[src/rtl/txs_pkg.sv]
package txs_pkg;
  localparam int BUS_W  = 16;
  localparam int ADDR_W = 2;

  typedef enum logic [ADDR_W-1:0] {
    REG_CSR    = 2'd0,
    REG_TXEN   = 2'd1,
    REG_TXDATA = 2'd2
  } reg_addr_e;

  // control/status bit positions
  localparam int CSR_CLR_BIT   = 0;
  localparam int CSR_SCAN_BIT  = 1;
  localparam int CSR_TIE_BIT   = 2;
  localparam int CSR_LINE_LSB  = 8;
  localparam int CSR_READY_BIT = 15;
endpackage

[src/rtl/txs_bit_tick.sv]
module txs_bit_tick #(
  parameter int DIV = 4
) (
  input  logic clk,
  input  logic rst_n,
  input  logic srst,
  output logic tick
);
  localparam int CNT_W = (DIV > 2) ? $clog2(DIV) : 1;

  logic [CNT_W-1:0] cnt_q;

  assign tick = (cnt_q == CNT_W'(DIV - 1));

  always_ff @(posedge clk or negedge rst_n) begin
    if (!rst_n)      cnt_q <= '0;
    else if (srst)   cnt_q <= '0;
    else if (tick)   cnt_q <= '0;
    else             cnt_q <= cnt_q + 1'b1;
  end
endmodule

[src/rtl/txs_line.sv]
module txs_line #(
  parameter int CHAR_W = 8
) (
  input  logic              clk,
  input  logic              rst_n,
  input  logic              srst,
  input  logic              tick,
  input  logic              load,
  input  logic [CHAR_W-1:0] load_data,
  output logic              hold_full,
  output logic              txd
);
  localparam int FRAME_W = CHAR_W + 2;
  localparam int CNT_W   = $clog2(FRAME_W);

  logic [CHAR_W-1:0]  hold_q;
  logic [FRAME_W-1:0] shreg_q;
  logic [CNT_W-1:0]   bit_q;
  logic               busy_q;
  logic               last_bit;
  logic               take_hold;

  assign last_bit  = (bit_q == CNT_W'(FRAME_W - 1));
  assign take_hold = tick && (!busy_q || last_bit) && hold_full;

  always_ff @(posedge clk or negedge rst_n) begin
    if (!rst_n) begin
      shreg_q <= '1;
      bit_q   <= '0;
      busy_q  <= 1'b0;
    end else if (srst) begin
      shreg_q <= '1;
      bit_q   <= '0;
      busy_q  <= 1'b0;
    end else if (tick) begin
      if (busy_q && !last_bit) begin
        shreg_q <= {1'b1, shreg_q[FRAME_W-1:1]};
        bit_q   <= bit_q + 1'b1;
      end else if (hold_full) begin
        shreg_q <= {1'b1, hold_q, 1'b0};
        bit_q   <= '0;
        busy_q  <= 1'b1;
      end else begin
        busy_q  <= 1'b0;
      end
    end
  end

  always_ff @(posedge clk or negedge rst_n) begin
    if (!rst_n) begin
      hold_q    <= '0;
      hold_full <= 1'b0;
    end else if (srst) begin
      hold_q    <= '0;
      hold_full <= 1'b0;
    end else if (load) begin
      hold_q    <= load_data;
      hold_full <= 1'b1;
    end else if (take_hold) begin
      hold_full <= 1'b0;
    end
  end

  assign txd = busy_q ? shreg_q[0] : 1'b1;
endmodule

[src/rtl/txs_scanner.sv]
module txs_scanner #(
  parameter int N = 4
) (
  input  logic                 clk,
  input  logic                 rst_n,
  input  logic                 srst,
  input  logic                 scan_en,
  input  logic [N-1:0]         line_en,
  input  logic [N-1:0]         hold_empty,
  input  logic                 take,
  output logic                 ready,
  output logic [$clog2(N)-1:0] line
);
  localparam int LW = $clog2(N);

  logic [LW-1:0] ptr_q;
  logic [LW-1:0] ptr_next;
  logic          parked_q;

  assign ptr_next = (ptr_q == LW'(N - 1)) ? '0 : ptr_q + 1'b1;

  always_ff @(posedge clk or negedge rst_n) begin
    if (!rst_n) begin
      ptr_q    <= '0;
      parked_q <= 1'b0;
    end else if (srst) begin
      ptr_q    <= '0;
      parked_q <= 1'b0;
    end else if (!scan_en) begin
      parked_q <= 1'b0;
    end else if (parked_q) begin
      if (take || !line_en[ptr_q]) begin
        parked_q <= 1'b0;
        ptr_q    <= ptr_next;
      end
    end else if (line_en[ptr_q] && hold_empty[ptr_q]) begin
      parked_q <= 1'b1;
    end else begin
      ptr_q <= ptr_next;
    end
  end

  assign ready = parked_q;
  assign line  = ptr_q;
endmodule

[src/rtl/txs_mux_tx.sv]
module txs_mux_tx
  import txs_pkg::*;
#(
  parameter int NUM_LINES  = 4,
  parameter int CHAR_W     = 8,
  parameter int TICK_DIV   = 4,
  parameter int CLR_CYCLES = 4
) (
  input  logic                 clk,
  input  logic                 rst_n,
  input  logic [ADDR_W-1:0]    bus_addr,
  input  logic                 bus_wr,
  input  logic [BUS_W-1:0]     bus_wdata,
  output logic [BUS_W-1:0]     bus_rdata,
  output logic [NUM_LINES-1:0] txd,
  output logic                 irq
);
  localparam int LW    = $clog2(NUM_LINES);
  localparam int CLR_W = $clog2(CLR_CYCLES + 1);

  logic                 scan_en;
  logic                 tie_q;
  logic [NUM_LINES-1:0] txen_q;
  logic [CLR_W-1:0]     clr_cnt_q;
  logic                 clr_busy;
  logic                 tick;
  logic                 ready;
  logic [LW-1:0]        line;
  logic [NUM_LINES-1:0] hold_full;
  logic                 data_wr;
  logic                 take;

  assign clr_busy = (clr_cnt_q != '0);
  assign data_wr  = bus_wr && (bus_addr == REG_TXDATA);
  assign take     = data_wr && ready && !clr_busy;

  always_ff @(posedge clk or negedge rst_n) begin
    if (!rst_n) begin
      scan_en   <= 1'b0;
      tie_q     <= 1'b0;
      txen_q    <= '0;
      clr_cnt_q <= '0;
    end else if (clr_busy) begin
      scan_en   <= 1'b0;
      tie_q     <= 1'b0;
      txen_q    <= '0;
      clr_cnt_q <= clr_cnt_q - 1'b1;
    end else if (bus_wr) begin
      if (bus_addr == REG_CSR) begin
        if (bus_wdata[CSR_CLR_BIT]) begin
          clr_cnt_q <= CLR_W'(CLR_CYCLES);
        end else begin
          scan_en <= bus_wdata[CSR_SCAN_BIT];
          tie_q   <= bus_wdata[CSR_TIE_BIT];
        end
      end else if (bus_addr == REG_TXEN) begin
        txen_q <= bus_wdata[NUM_LINES-1:0];
      end
    end
  end

  txs_bit_tick #(.DIV(TICK_DIV)) u_tick (
    .clk   (clk),
    .rst_n (rst_n),
    .srst  (clr_busy),
    .tick  (tick)
  );

  txs_scanner #(.N(NUM_LINES)) u_scan (
    .clk        (clk),
    .rst_n      (rst_n),
    .srst       (clr_busy),
    .scan_en    (scan_en),
    .line_en    (txen_q),
    .hold_empty (~hold_full),
    .take       (take),
    .ready      (ready),
    .line       (line)
  );

  for (genvar i = 0; i < NUM_LINES; i++) begin : g_line
    txs_line #(.CHAR_W(CHAR_W)) u_line (
      .clk       (clk),
      .rst_n     (rst_n),
      .srst      (clr_busy),
      .tick      (tick),
      .load      (take && (line == LW'(i))),
      .load_data (bus_wdata[CHAR_W-1:0]),
      .hold_full (hold_full[i]),
      .txd       (txd[i])
    );
  end

  always_comb begin
    bus_rdata = '0;
    case (bus_addr)
      REG_CSR: begin
        bus_rdata[CSR_CLR_BIT]              = clr_busy;
        bus_rdata[CSR_SCAN_BIT]             = scan_en;
        bus_rdata[CSR_TIE_BIT]              = tie_q;
        bus_rdata[CSR_LINE_LSB +: LW]       = ready ? line : '0;
        bus_rdata[CSR_READY_BIT]            = ready;
      end
      REG_TXEN: bus_rdata[NUM_LINES-1:0]    = txen_q;
      default:  bus_rdata                   = '0;
    endcase
  end

  assign irq = ready && tie_q;
endmodule

[config.mk]
export PLATFORM = sky130hd
export DESIGN_NAME = txs_mux_tx
export DESIGN_NICKNAME = d
export VERILOG_FILES = /design/src/rtl/txs_pkg.sv /design/src/rtl/txs_bit_tick.sv /design/src/rtl/txs_line.sv /design/src/rtl/txs_scanner.sv /design/src/rtl/txs_mux_tx.sv
export SDC_FILE = /design/constraint.sdc
export NUM_CORES = 1
export LEC_CHECK = 0
export BUFFER_PORTS_ARGS = -buffer_cell sky130_fd_sc_hd__buf_2
export CORE_MARGIN = 10
export CORE_UTILIZATION = 54
export CTS_CLUSTER_DIAMETER = 200
export DETAILED_ROUTE_END_ITERATION = 8
export PLACE_DENSITY = 0.83
export REMOVE_ABC_BUFFERS = 1
export SYNTH_ARGS = -nofsm -noshare
export SYNTH_HDL_FRONTEND = slang
export SYNTH_SLANG_ARGS = --single-unit
[constraint.sdc]
create_clock -name clk -period 1.65 [get_ports clk]
set_input_delay 0.0825 -clock clk [delete_from_list [all_inputs] [get_ports clk]]
set_output_delay 0.0825 -clock clk [all_outputs]
set_load 0.02 [all_outputs]
Word level (Yosys, flattened, before mapping)

Cells that the tools add are included.

Add/subtract/negate cells: 7
Order comparisons: 1
Eq/ne operators: 18
Multiplexer cells: 110
Bitwise operators: 1
Reduce and logical (&&, ||, !) cells: 69

Operator list:

| operator                                                                     | number |
|---|---|
| 10-bit two-way mux                                                           | 16 |
| 4-bit two-way mux                                                            | 20 |
| 8-bit two-way mux                                                            | 8 |
| 1-bit two-way mux                                                            | 49 |
| 3-bit nonzero test                                                           | 9 |
| 1-bit logical AND                                                            | 21 |
| 2-bit two-way mux                                                            | 10 |
| 2-bit nonzero test                                                           | 10 |
| 4-bit by 1-bit adder with 4-bit output, second input constant                | 4 |
| 4-bit equality test, second input constant                                   | 4 |
| 2-bit AND reduction                                                          | 8 |
| 3-bit two-way mux                                                            | 4 |
| 3-bit AND reduction                                                          | 4 |
| 1-bit zero test                                                              | 10 |
| 2-bit != test, second input constant                                         | 5 |
| 2-bit equality test, second input constant                                   | 4 |
| 3-bit case mux with 2 select lines                                           | 1 |
| 1-bit logical OR                                                             | 5 |
| 2-bit by 1-bit adder with 2-bit output, second input constant                | 2 |
| 1-bit binary-select mux with 2-bit select                                    | 2 |
| 2-bit by 1-bit equality test with 1-bit output, second input constant        | 2 |
| 2-bit zero test                                                              | 2 |
| 4-bit NOT                                                                    | 1 |
| 2-bit by 3-bit less-than comparator with 1-bit output, second input constant | 1 |
| other kinds (4)                                                              | 4 |

Register bits after elaboration: 110
Input bits: 21
Output and inout bits: 21
Word-level logic and storage cells: 233

Longest topological paths before layout

Gate-level depths: netlist of run 1.

Word-level depth: 9
Depth in mapped cells: 8
Mapped depth without buffers: 6

By module

From an unflattened synthesis of run 1, not the netlist that was laid out.

Cells, all modules: 602
Area, all modules: 6,214.7 um^2

By module, submodules not included:

| module       | instances | cells an instance | area an instance (um^2) | sequential area each (um^2) |
|---|---|---|---|---|
| txs_line     | 4         | 124               | 1,308.8                 | 586.8 |
| txs_mux_tx   | 1         | 76                | 659.4                   | 225.2 |
| txs_scanner  | 1         | 25                | 241.5                   | 75.1 |
| txs_bit_tick | 1         | 5                 | 78.8                    | 50.0 |

Worst setup path before layout of run 1

OpenSTA, ideal clock, no wires.

Path kind: reg-to-reg
Start: register u_scan.ptr_q[0] (netlist: u_scan.line[0])
End: register u_scan.ptr_q[0] (netlist: u_scan.line[0])
Library setup time: 0.125 ns
Data arrival time: 1.560 ns
Data required time: 1.525 ns
Path slack: -0.035 ns
Stages on the path, launching flop included: 6
Path buffers: 1
Path through: dfrtp_1 > buf_2 > mux2_2 > o2111a_1 > a211oi_1 > mux2_2

Longest elaborated chain between the ends: 6
Elaborated cells on any way between the ends: 18
Classes of those cells: 1 x add/sub; 3 x eq/ne; 10 x mux; 4 x reduce/logical

RTL lines:

| element                                                              | line                                                    | source |
|---|---|---|
| start, declared                                                      | txs_scanner.sv:16                                       | `logic [LW-1:0] ptr_q;` |
| start signal, assigned                                               | txs_scanner.sv:34                                       | `ptr_q <= ptr_next;` |
| start signal, assigned                                               | txs_scanner.sv:39                                       | `ptr_q <= ptr_next;` |
| 2-bit by 1-bit adder with 2-bit output, or another cell as far along | txs_scanner.sv:20                                       | `assign ptr_next = (ptr_q == LW'(N - 1)) ? '0 : ptr_q + 1'b1;` |
| 2-bit two-way mux / 1-bit two-way mux (equally long branches)        | txs_scanner.sv:20, txs_scanner.sv:32, txs_scanner.sv:36 |  |
| 2-bit two-way mux, or another cell as far along                      | txs_scanner.sv:36                                       | `end else if (line_en[ptr_q] && hold_empty[ptr_q]) begin` |
| 2-bit two-way mux / 1-bit logical OR (equally long branches)         | txs_scanner.sv:31, txs_scanner.sv:32                    |  |
| 2-bit two-way mux / 3-bit != test (equally long branches)            | --                                                      |  |
| 2-bit two-way mux / 3-bit AND reduction (equally long branches)      | --                                                      |  |

Several ways; a longest one is shown, not always the timed one. The select of a mux whose other input is x is not followed.
A chain may end at the register's enable or synchronous reset.

Worst setup path after layout of run 1

Start: register clr_cnt_q[0]
End: register g_line[2].u_line.shreg_q[7]

Longest elaborated chain between the ends: 3
Elaborated cells on any way between the ends: 5
Classes of those cells: 1 x mux; 4 x reduce/logical

RTL lines:

| element                                                                          | line             | source |
|---|---|---|
| start, declared                                                                  | txs_mux_tx.sv:24 | `logic [CLR_W-1:0] clr_cnt_q;` |
| start signal, assigned                                                           | txs_mux_tx.sv:47 | `clr_cnt_q <= clr_cnt_q - 1'b1;` |
| start signal, assigned                                                           | txs_mux_tx.sv:51 | `clr_cnt_q <= CLR_W'(CLR_CYCLES);` |
| 3-bit nonzero test (*)                                                           | txs_mux_tx.sv:33 | `assign clr_busy = (clr_cnt_q != '0);` |
| 3-bit nonzero test (no source line) / 2-bit nonzero test (equally long branches) | --               |  |
| 2-bit AND reduction (no source line)                                             | --               |  |
| end signal, assigned                                                             | txs_line.sv:37   | `shreg_q <= {1'b1, shreg_q[FRAME_W-1:1]};` |
| end signal, assigned                                                             | txs_line.sv:40   | `shreg_q <= {1'b1, hold_q, 1'b0};` |
| end, declared                                                                    | txs_line.sv:17   | `logic [FRAME_W-1:0] shreg_q;` |

Mark *: on every way between the ends. The rest lies on a longest branch, timed or not.

==> results of run 1 <==
layer usage:
layer / wire [µm] / GRT usage (%) / vias up / part of all wire, %
met5: 0 / 0 / - / 0
met4: 145 / 4.55 / 0 / 1.1
met3: 866 / 4.23 / 13 / 6.5
met2: 6640 / 30.0 / 166 / 50
met1: 5660 / 23.1 / 2292 / 43
li1: - / - / 2150 / -
cell type report:
type | count | area, µm²
multi-input cells | 407 | 2570
well taps | 133 | 166
clock inverters | 5 | 33.8
flip-flops and latches | 106 | 2700
clock buffers | 10 | 128
inverters | 27 | 101
repair buffers | 91 | 778
fillers | 752 | 3380
per-stage QoR:
stage | setup TNS, ns | setup slack [ns] | instance area (µm²) | total power [mW]
floorplan | -113.09 | -1.45 | 5250 | 5.53
global placement | -0.413 | -0.0767 | 6060 | 6.62
detailed placement | -0.703 | -0.108 | 6060 | 6.77
CTS | -0.932 | -0.0804 | 6310 | 8.24
global route | -5.50 | -0.170 | 6480 | 8.91
finish | -2.29 | -0.114 | 6480 | 8.39
flip-flops by register name, indices dropped and copies added, names as in the netlist, 3 cells and up:
| name | flops |
|---|---|
| txen_q | 4 |
| g_line.u_line.shreg_q | 36 |
| g_line.u_line.busy_q | 4 |
| g_line.u_line.bit_q | 16 |
| clr_cnt_q | 3 |
| g_line.u_line.hold_q | 32 |
| g_line.u_line.hold_full | 4 |
cells in the mapped netlist (8+ instances only):
| library cell | count |
|---|---|
| nand2_1 | 116 |
| nand3_1 | 8 |
| or3_1 | 10 |
| o21ai_0 | 53 |
| ha_1 | 13 |
| a41oi_1 | 18 |
| clkbuf_1 | 13 |
| buf_4 | 18 |
| a21oi_1 | 30 |
| buf_2 | 20 |
| a211oi_1 | 26 |
| inv_1 | 27 |
| nor2_1 | 20 |
| dfrtp_1 | 70 |
| dfstp_2 | 36 |
| and2_1 | 9 |
| mux2i_1 | 12 |
worst min path at each step:
stage                     depth (start not counted)                                     end         start  slack, ns
final                                             3  g_line[2].u_line.hold_q[4]$_DFFE_PN0P_  bus_wdata[4]       0.02
after global routing                              3  g_line[2].u_line.hold_q[4]$_DFFE_PN0P_  bus_wdata[4]      0.005
after CTS                                         3                clr_cnt_q[2]$_DFFE_PN0P_        bus_wr       0.01
after detailed placement                          2   g_line[1].u_line.bit_q[3]$_DFFE_PN0P_         rst_n       0.20
after global placement                            2   g_line[1].u_line.bit_q[3]$_DFFE_PN0P_         rst_n       0.20
after floorplan                                   0                clr_cnt_q[0]$_DFFE_PN0P_         rst_n      -0.21
critical path, cell delays in order, from the launching register on:
cell and delay (ns):
dfrtp_1 0.42, or3_2 0.60, buf_12 0.20, nor3_1 0.20, buf_4 0.17, a222oi_1 0.09
kinds of logic after synthesis:
group | Yosys count
simple gates | 201
buf+inv | 80
fa+ha+maj | 13
mux | 19
compound gates | 165
other cells | 1
flops | 106
power by group through the flow:
| stage | sequential [mW] | clock (mW) | combinational [mW] |
|---|---|---|---|
| floorplan | 3.76 | 0 | 1.77 |
| global placement | 3.82 | 0 | 2.80 |
| detailed placement | 3.86 | 0 | 2.91 |
| CTS | 3.82 | 1.43 | 2.98 |
| global route | 3.92 | 1.55 | 3.44 |
| finish | 3.84 | 1.43 | 3.12 |
repair_timing:
| item | 4_1_cts | 5_1_grt |
|---|---|---|
| pin swaps | 1 | 7 |
| buffers inserted | 3 | 4 |
| gates cloned | 0 | 2 |
| hold endpoints to repair | 73 | 0 |
| setup endpoints to repair | 24 | 79 |
| resized for setup | 9 | 46 |
| hold buffers | 3 | 0 |
==> flow_metrics.env, run 1 <==
export IMPL_status="complete, but fails checks"
export IMPL_failed_checks="setup timing"
export IMPL_instances_no_fill=779
export IMPL_layout_commonest_cell="nand2_1"
export IMPL_synth_xor_area_share_pct=0
export IMPL_yosysWarnings=0
export IMPL_port_buffers=24
export IMPL_irDropWorstVdd_v=0.000634
export IMPL_overflow=0
export IMPL_synth_area_mm2=0.00553
export IMPL_holdWs_ns=0.0209
export IMPL_syn_inst=585
export IMPL_synth_top_cell_area_share_pct=31.7
export IMPL_rr_endpoint="g_line[2].u_line.shreg_q[7]$_DFFE_PN1P_"
export IMPL_synthSimpleGateAreaFrac_pct=17.5
export IMPL_critPathMaxFanout=13
export IMPL_max_freq_ghz=0.567
export IMPL_p_sw_mw=3.01
export IMPL_clk_pin_slew_ns=0.11
export IMPL_critPathCapture="g_line[2].u_line.shreg_q[7]$_DFFE_PN1P_"
export IMPL_totalWireLength_mm=13.3
export IMPL_skew_ns=0.0188
export IMPL_startpoint="clr_cnt_q[0]$_DFFE_PN0P_"
export IMPL_grt_pass1_vias=4510
export IMPL_fin_nets=676
export IMPL_max_slew_margin_pct=60.4
export IMPL_dieHeight_um=121
export IMPL_final_hold_viol_count=0
export IMPL_grt_start_max_net_pins=107
export IMPL_cellPowerDensity_mw_per_mm2=1300
export IMPL_cts_sinks=106
export IMPL_cts_tree="yes"
export IMPL_synth_top_family_by_area="compound AO/OA/AOI/OAI gates"
export IMPL_clock_power_share_pct=17.0
export IMPL_rsz0062_at_grt="true"
export IMPL_async_reset_ff_share_pct=100
export IMPL_vias=4621
export IMPL_post_drt_wl_per_cell_um=17.1
export IMPL_h_tree_depth=3
export IMPL_drtAntennaViolNets=0
export IMPL_critPathRequiredTime_ns=1.95
export IMPL_yosysUniqueCellTypes=49
export IMPL_ios=42
export IMPL_switching_share_pct=35.9
export IMPL_synth_edf_count=0
export IMPL_arrival_ns=2.06
export IMPL_core_area_mm2=0.00986
export IMPL_worstSetupStartpointType="flip-flop"
export IMPL_dr_pass1_iters=5
export IMPL_worst_slew_pin_slew_ns=0.585
export IMPL_setup_violations=41
export IMPL_slew_viol_final=0
export IMPL_ys_flop_type="dfrtp_1"
export IMPL_worstHoldPathType="input port to flip-flop"
export IMPL_insertion_delay_ns=0.39
export IMPL_yosysSeqAreaShare_pct=48.8
export IMPL_worstRegToRegCells=5
export IMPL_reg2reg_slack_ns=-0.11
export IMPL_post_route_drc_count=0
export IMPL_crit_type="flip-flop to flip-flop"
export IMPL_intPower_mw=5.38
export IMPL_synthAdderAreaFrac_pct=2.94
export IMPL_start_util_pct=56.1
export IMPL_period_minus_slack_ns=1.76
export IMPL_gp_congestion=0.842
export IMPL_pwr_share_seq_pct=45.8
export IMPL_dp_cells=752
export IMPL_dpl_hpwl_mm=8.95
export IMPL_timing_rr_start="clr_cnt_q[0]$_DFFE_PN0P_"
export IMPL_diodes=0
export IMPL_p_leak_nw=2.92
export IMPL_numCtsBuffers=9
export IMPL_synthMuxAreaShare_pct=3.80
export IMPL_worst_slack_ns=-0.114
export IMPL_pwr_share_comb_pct=37.2
export IMPL_synth_seq_cells=106
export IMPL_viasPerCell=5.93
export IMPL_yosysTopAreaCell="dfrtp_1"
export IMPL_cap_viol_max_count=0
export IMPL_fin_crit_sh_pct=107
export IMPL_cts_root_buf="clkbuf_8"
export IMPL_drtIter0Drc=538
export IMPL_critPathCaptureType="flip-flop"
export IMPL_synthTopCellsByArea="dfrtp_1 32%, dfstp_2 17%, nand2_1 7.9%"
export IMPL_clockBufferDepth=2
export IMPL_finish_utilization_pct=65.7
export IMPL_layout_common_cells="116 x nand2_1, 69 x dfrtp_1, 49 x buf_4"
export IMPL_die_x_um=121
export IMPL_dieArea_mm2=0.0147
export IMPL_grt_pass1_wl_mm=21.8
export IMPL_drive_above_1_share_pct=27.6
export IMPL_antenna_found_initial=0
export IMPL_avgSynthCellArea_um2=9.45
export IMPL_synth_compound_area_share_pct=19.5
export IMPL_num_rows=36
export IMPL_area_growth_synth_to_final_pct=17.2
export IMPL_grt_usage_pct=18.0
Power figures use the tool's default switching activity.
==> run 2, diff against run 1 <==
--- a/config.mk
+++ b/config.mk
@@ -7,10 +7,10 @@
 export LEC_CHECK = 0
 export BUFFER_PORTS_ARGS = -buffer_cell sky130_fd_sc_hd__buf_2
 export CORE_MARGIN = 10
-export CORE_UTILIZATION = 54
-export CTS_CLUSTER_DIAMETER = 200
+export CORE_UTILIZATION = 50
+export CTS_CLUSTER_DIAMETER = 150
 export DETAILED_ROUTE_END_ITERATION = 8
-export PLACE_DENSITY = 0.83
+export PLACE_DENSITY = 0.78
 export REMOVE_ABC_BUFFERS = 1
 export SYNTH_ARGS = -nofsm -noshare
 export SYNTH_HDL_FRONTEND = slang
==> flow_metrics.env, run 2 (synthesis results as in run 1) <==
export IMPL_status="complete, but fails checks"
export IMPL_failed_checks="hold timing, setup timing"
export IMPL_clk_pin_slew_ns=0.10
export IMPL_regMostFlops="g_line.u_line.shreg_q"
export IMPL_layout_commonest_cell="nand2_1"
export IMPL_dpl_hpwl_mm=9.26
export IMPL_setup_violations=1
export IMPL_period_minus_slack_ns=1.69
export IMPL_insertion_delay_ns=0.38
export IMPL_worstHoldPathType="input port to flip-flop"
export IMPL_max_slew_margin_pct=62.3
export IMPL_critPathCaptureType="output port"
export IMPL_grt_pass1_wl_mm=23.3
export IMPL_core_area_mm2=0.0108
export IMPL_cts_sinks=106
export IMPL_ios=42
export IMPL_viasPerCell=5.78
export IMPL_largestRegisters="g_line.u_line.shreg_q x36, g_line.u_line.hold_q x32, g_line.u_line.bit_q x16"
export IMPL_critPathRequiredTime_ns=1.57
export IMPL_finish_utilization_pct=61.8
export IMPL_worstSetupStartpointType="flip-flop"
export IMPL_dieArea_mm2=0.0157
export IMPL_crit_type="flip-flop to output port"
export IMPL_grt_pass1_vias=4706
export IMPL_pre_cts_ws_ns=-0.0763
export IMPL_gp_congestion=0.842
export IMPL_largest_reg_flops=36
export IMPL_layout_common_cells="115 x nand2_1, 70 x dfrtp_1, 55 x buf_4"
export IMPL_drtIter0Drc=462
export IMPL_vias=4586
export IMPL_fin_nets=683
export IMPL_grt_start_max_net_pins=35
export IMPL_dpl_cell_area_mm2=0.00611
export IMPL_overflow=0
export IMPL_clockBufferDepth=2
export IMPL_die_x_um=125
export IMPL_drtAntennaViolNets=0
export IMPL_cap_viol_max_count=0
export IMPL_grt_usage_pct=17.5
export IMPL_skew_ns=0.00987
export IMPL_rsz0062_at_grt="true"
export IMPL_total_power_mw=9.24
export IMPL_p_leak_nw=3.02
export IMPL_numCtsBuffers=9
export IMPL_fillCellCount=885
export IMPL_totalWireLength_mm=13.8
export IMPL_cellPowerDensity_mw_per_mm2=1380
export IMPL_fin_area_mm2=0.00670
export IMPL_diodes=0
export IMPL_final_hold_viol_count=1
export IMPL_h_tree_depth=3
export IMPL_cts_tree="yes"
export IMPL_arrival_ns=1.61
export IMPL_cts_root_buf="clkbuf_8"
export IMPL_worst_slack_ns=-0.0392
export IMPL_port_buffers=24
export IMPL_dieHeight_um=125
export IMPL_start_util_pct=51.0
export IMPL_max_freq_ghz=0.592
export IMPL_area_growth_synth_to_final_pct=21.1
export IMPL_fin_crit_sh_pct=102
export IMPL_reg2reg_slack_ns=0.03
export IMPL_drive_above_1_share_pct=29.5
export IMPL_slew_viol_final=0
export IMPL_irDropWorstVdd_v=0.000853
export IMPL_post_drt_wl_per_cell_um=17.4
export IMPL_critPathMaxFanout=4
export IMPL_post_route_drc_count=0
export IMPL_holdWs_ns=-0.00284
export IMPL_worst_slew_pin_slew_ns=0.558
export IMPL_num_rows=38
export IMPL_antenna_found_initial=0
export IMPL_dr_pass1_iters=5
-- run 2: cell types whose count changed in the layout (fill, tap and decap cells not counted), sizes merged --
cell	change
clkinv	-1
bufinv	+4
dlygate4sd3	-1
clkinvlp	-1
clkbuf	-1
buf	+8
-- run 2: layer usage --
layer  GRT usage [%]  wire length, µm  share of wire (%)
met2            28.4             6890                 50
met1            22.5             6140                 44
met4            5.35              167                1.2
met3            4.22              610                4.4
met5               0                0                  0
-- run 2: stage by stage --
stage / hold slack, ns / TNS (ns) / std cells
floorplan: -0.213 / -113.09 / 540
global placement: 0.0722 / -0.0225 / 762
detailed placement: 0.0739 / -0.168 / 762
CTS: 0.00149 / -0.0743 / 786
global route: 0.00673 / -0.299 / 794
finish: -0.00284 / -0.0392 / 794
-- run 2: layout make-up --
| type | count | area, µm² | share of cell area, % |
|---|---|---|---|
| clock buffers | 9 | 124 | 1.85 |
| clock inverters | 7 | 141 | 2.11 |
| inverters | 27 | 101 | 1.51 |
| multi-input cells | 407 | 2600 | 38.8 |
| flip-flops and latches | 106 | 2700 | 40.3 |
| well taps | 140 | 175 | 2.62 |
| repair buffers | 98 | 862 | 12.9 |
-- run 2: worst max-delay path, stage by stage (launching register included) --
cell and delay (ns):
dfrtp_1 0.41, buf_6 0.13, nor3_4 0.19, buf_6 0.13, nor2_2 0.03, a21oi_2 0.11, nor2_1 0.06, buf_4 0.15
-- run 2: timing repair --
action,CTS,global route
resized for setup,10,37
hold buffers,2,0
endpoints found under the hold margin,37,0
buffers inserted,6,7
pin swaps,5,5
endpoints found under the setup margin,12,64
gates cloned,0,1
-- run 2: worst paths after layout --
path | start | endpoint | cells after the start
worst max-delay path | clr_cnt_q[2]$_DFFE_PN0P_ | bus_rdata[0] | 7
worst min-delay path | bus_wdata[4] | g_line[1].u_line.hold_q[4]$_DFFE_PN0P_ | 3
worst max register to register | g_line[1].u_line.bit_q[0]$_DFFE_PN0P_ | g_line[1].u_line.shreg_q[8]$_DFFE_PN1P_ | 5
worst min register to register | u_tick.cnt_q[0]$_DFF_PN0_ | u_tick.cnt_q[0]$_DFF_PN0_ | 1
max in group asynchronous | rst_n | g_line[3].u_line.shreg_q[0]$_DFFE_PN1P_ | 3
min in group asynchronous | rst_n | u_tick.cnt_q[1]$_DFF_PN0_ | 2
-- run 2: report_power, final --
part / switching (mW) / internal, mW / total, mW
Sequential: 0.408 / 3.43 / 3.83
Combinational: 1.80 / 1.54 / 3.34
Clock: 0.911 / 1.16 / 2.07
Total: 3.12 / 6.13 / 9.24
==> run 3, diff against run 2 <==
--- a/config.mk
+++ b/config.mk
@@ -8,10 +8,13 @@
 export BUFFER_PORTS_ARGS = -buffer_cell sky130_fd_sc_hd__buf_2
 export CORE_MARGIN = 10
 export CORE_UTILIZATION = 50
+export CTS_BUF_LIST = sky130_fd_sc_hd__clkbuf_8 sky130_fd_sc_hd__clkbuf_16
 export CTS_CLUSTER_DIAMETER = 150
 export DETAILED_ROUTE_END_ITERATION = 8
+export MAX_ROUTING_LAYER = met4
 export PLACE_DENSITY = 0.78
 export REMOVE_ABC_BUFFERS = 1
+export SLEW_MARGIN = 20
 export SYNTH_ARGS = -nofsm -noshare
 export SYNTH_HDL_FRONTEND = slang
 export SYNTH_SLANG_ARGS = --single-unit
==> flow_metrics.env, run 3 (synthesis results as in run 1) <==
export IMPL_drtIter0Drc=482
export IMPL_failed_checks="setup timing"
export IMPL_instances_no_fill=794
export IMPL_grt_usage_pct=18.0
export IMPL_status="complete, but fails checks"
export IMPL_worstSetupStartpointType="flip-flop"
export IMPL_worstRegToRegCells=5
export IMPL_reg2reg_slack_ns=0.03
export IMPL_h_tree_depth=3
export IMPL_arrival_ns=1.61
export IMPL_viasPerCell=5.82
export IMPL_timing_rr_start="g_line[1].u_line.bit_q[0]$_DFFE_PN0P_"
export IMPL_numCtsBuffers=9
export IMPL_post_route_drc_count=0
export IMPL_clk_pin_slew_ns=0.10
export IMPL_skew_ns=0.0109
export IMPL_cellPowerDensity_mw_per_mm2=1380
export IMPL_overflow=0
export IMPL_critPathRequiredTime_ns=1.57
export IMPL_start_util_pct=51.0
export IMPL_final_hold_viol_count=0
export IMPL_largest_reg_flops=36
export IMPL_fin_crit_sh_pct=102
export IMPL_critPathCaptureType="output port"
export IMPL_port_buffers=24
export IMPL_clockBufferDepth=2
export IMPL_cts_sinks=106
export IMPL_slew_viol_final=0
export IMPL_hp_start="bus_wdata[6]"
export IMPL_ios=42
export IMPL_worstHoldPathType="input port to flip-flop"
export IMPL_num_rows=38
export IMPL_rsz0062_at_grt="true"
export IMPL_grt_pass1_vias=4710
export IMPL_max_slew_margin_pct=62.5
export IMPL_largestRegisters="g_line.u_line.shreg_q x36, g_line.u_line.hold_q x32, g_line.u_line.bit_q x16"
export IMPL_dieArea_mm2=0.0157
export IMPL_whs_endpoint="g_line[3].u_line.hold_q[6]$_DFFE_PN0P_"
export IMPL_critPathMaxFanout=4
export IMPL_pre_cts_ws_ns=-0.0763
export IMPL_period_minus_slack_ns=1.69
export IMPL_seqCellArea_mm2=0.00270
export IMPL_layout_common_cells="115 x nand2_1, 70 x dfrtp_1, 55 x buf_4"
export IMPL_insertion_delay_ns=0.38
export IMPL_area_growth_synth_to_final_pct=21.1
export IMPL_setup_violations=1
export IMPL_grt_pass1_wl_mm=23.3
export IMPL_die_x_um=125
export IMPL_drive_above_1_share_pct=29.5
export IMPL_max_freq_ghz=0.591
export IMPL_multi_input_area_mm2=0.00260
export IMPL_vias=4625
export IMPL_antenna_found_initial=0
export IMPL_crit_type="flip-flop to output port"
export IMPL_layout_commonest_cell="nand2_1"
export IMPL_cap_viol_max_count=0
export IMPL_p_leak_nw=3.02
export IMPL_dr_pass1_iters=5
export IMPL_worst_slack_ns=-0.0408
export IMPL_dpl_hpwl_mm=9.26
export IMPL_dp_cells=762
export IMPL_fillCellCount=885
export IMPL_min_delay_path_depth=3
export IMPL_totalWireLength_mm=13.8
export IMPL_cts_root_buf="clkbuf_8"
export IMPL_cts_tree="yes"
export IMPL_core_area_mm2=0.0108
export IMPL_irDropWorstVdd_v=0.000851
export IMPL_worst_slew_pin_slew_ns=0.555
export IMPL_rr_endpoint="g_line[1].u_line.shreg_q[8]$_DFFE_PN1P_"
export IMPL_fin_nets=683
export IMPL_diodes=0
export IMPL_dieHeight_um=125
export IMPL_post_drt_wl_per_cell_um=17.4
export IMPL_gp_congestion=0.856
export IMPL_grt_start_max_net_pins=35
export IMPL_drtAntennaViolNets=0
export IMPL_regMostFlops="g_line.u_line.shreg_q"
[run 3: cell count changes in the layout (fill, tap and decap cells not counted)]
| cell | before | now |
|---|---|---|
| o21ai_0 | 51 | 52 |
| o21ai_1 | 3 | 2 |
[run 3: cell type report]
cell class,instances,share of cell area [%]
Multi-Input combinational cell,407,38.8
Timing Repair Buffer,98,12.9
Inverter,27,1.51
Tap cell,140,2.62
Clock inverter,7,2.11
Clock buffer,9,1.85
Sequential cell,106,40.3
[run 3: how the worst max path moves through the flow]
stage,start,end,slack [ns],cells past startpoint
floorplan,clr_cnt_q[1]$_DFFE_PN0P_,g_line[2].u_line.hold_q[0]$_DFFE_PN0P_,-1.45,3
global placement,g_line[1].u_line.bit_q[0]$_DFFE_PN0P_,g_line[1].u_line.shreg_q[8]$_DFFE_PN1P_,-0.02,5
detailed placement,g_line[1].u_line.bit_q[0]$_DFFE_PN0P_,g_line[1].u_line.shreg_q[8]$_DFFE_PN1P_,-0.08,5
CTS,clr_cnt_q[1]$_DFFE_PN0P_,bus_rdata[0],-0.05,7
global route,clr_cnt_q[2]$_DFFE_PN0P_,bus_rdata[0],-0.13,7
finish,clr_cnt_q[2]$_DFFE_PN0P_,bus_rdata[0],-0.04,7
[run 3: stage by stage]
stage                     hold WS [ns]  utilization (%)  power [mW]  TNS, ns  cell area, µm²
after floorplan                 -0.213                -        5.53  -113.09            5250
after global placement          0.0722             56.3        6.65  -0.0225            6110
after detailed placement        0.0739             56.3        6.77   -0.168            6110
after CTS                      0.00149             59.9        8.97  -0.0743            6490
after global routing           0.00771             61.8        9.79   -0.341            6700
final                           0.0185             61.8        9.25  -0.0408            6700
[run 3: worst max-delay path: stages (launching register included)]
cell and delay, ns:
dfrtp_1 0.41, buf_6 0.13, nor3_4 0.19, buf_6 0.13, nor2_2 0.04, a21oi_2 0.11, nor2_1 0.06, buf_4 0.15
[run 3: layer usage]
layer	GRT usage (%)	wire [µm]
met1	22.8	6180
met2	28.4	6900
met3	3.89	620
met4	5.35	153
met5	-	0
[run 3: repair_timing]
| item | CTS | global route |
|---|---|---|
| hold buffers | 2 | 0 |
| pin swaps | 5 | 5 |
| gates cloned | 0 | 1 |
| hold endpoints to repair | 37 | 0 |
| resized for setup | 10 | 36 |
| endpoints found under the setup margin | 12 | 64 |
| setup buffers | 6 | 7 |
[run 3: where the power goes]
group	switching, mW	internal (mW)	total, mW
clock network	0.904	1.16	2.06
logic	1.81	1.54	3.35
registers	0.409	3.43	3.84
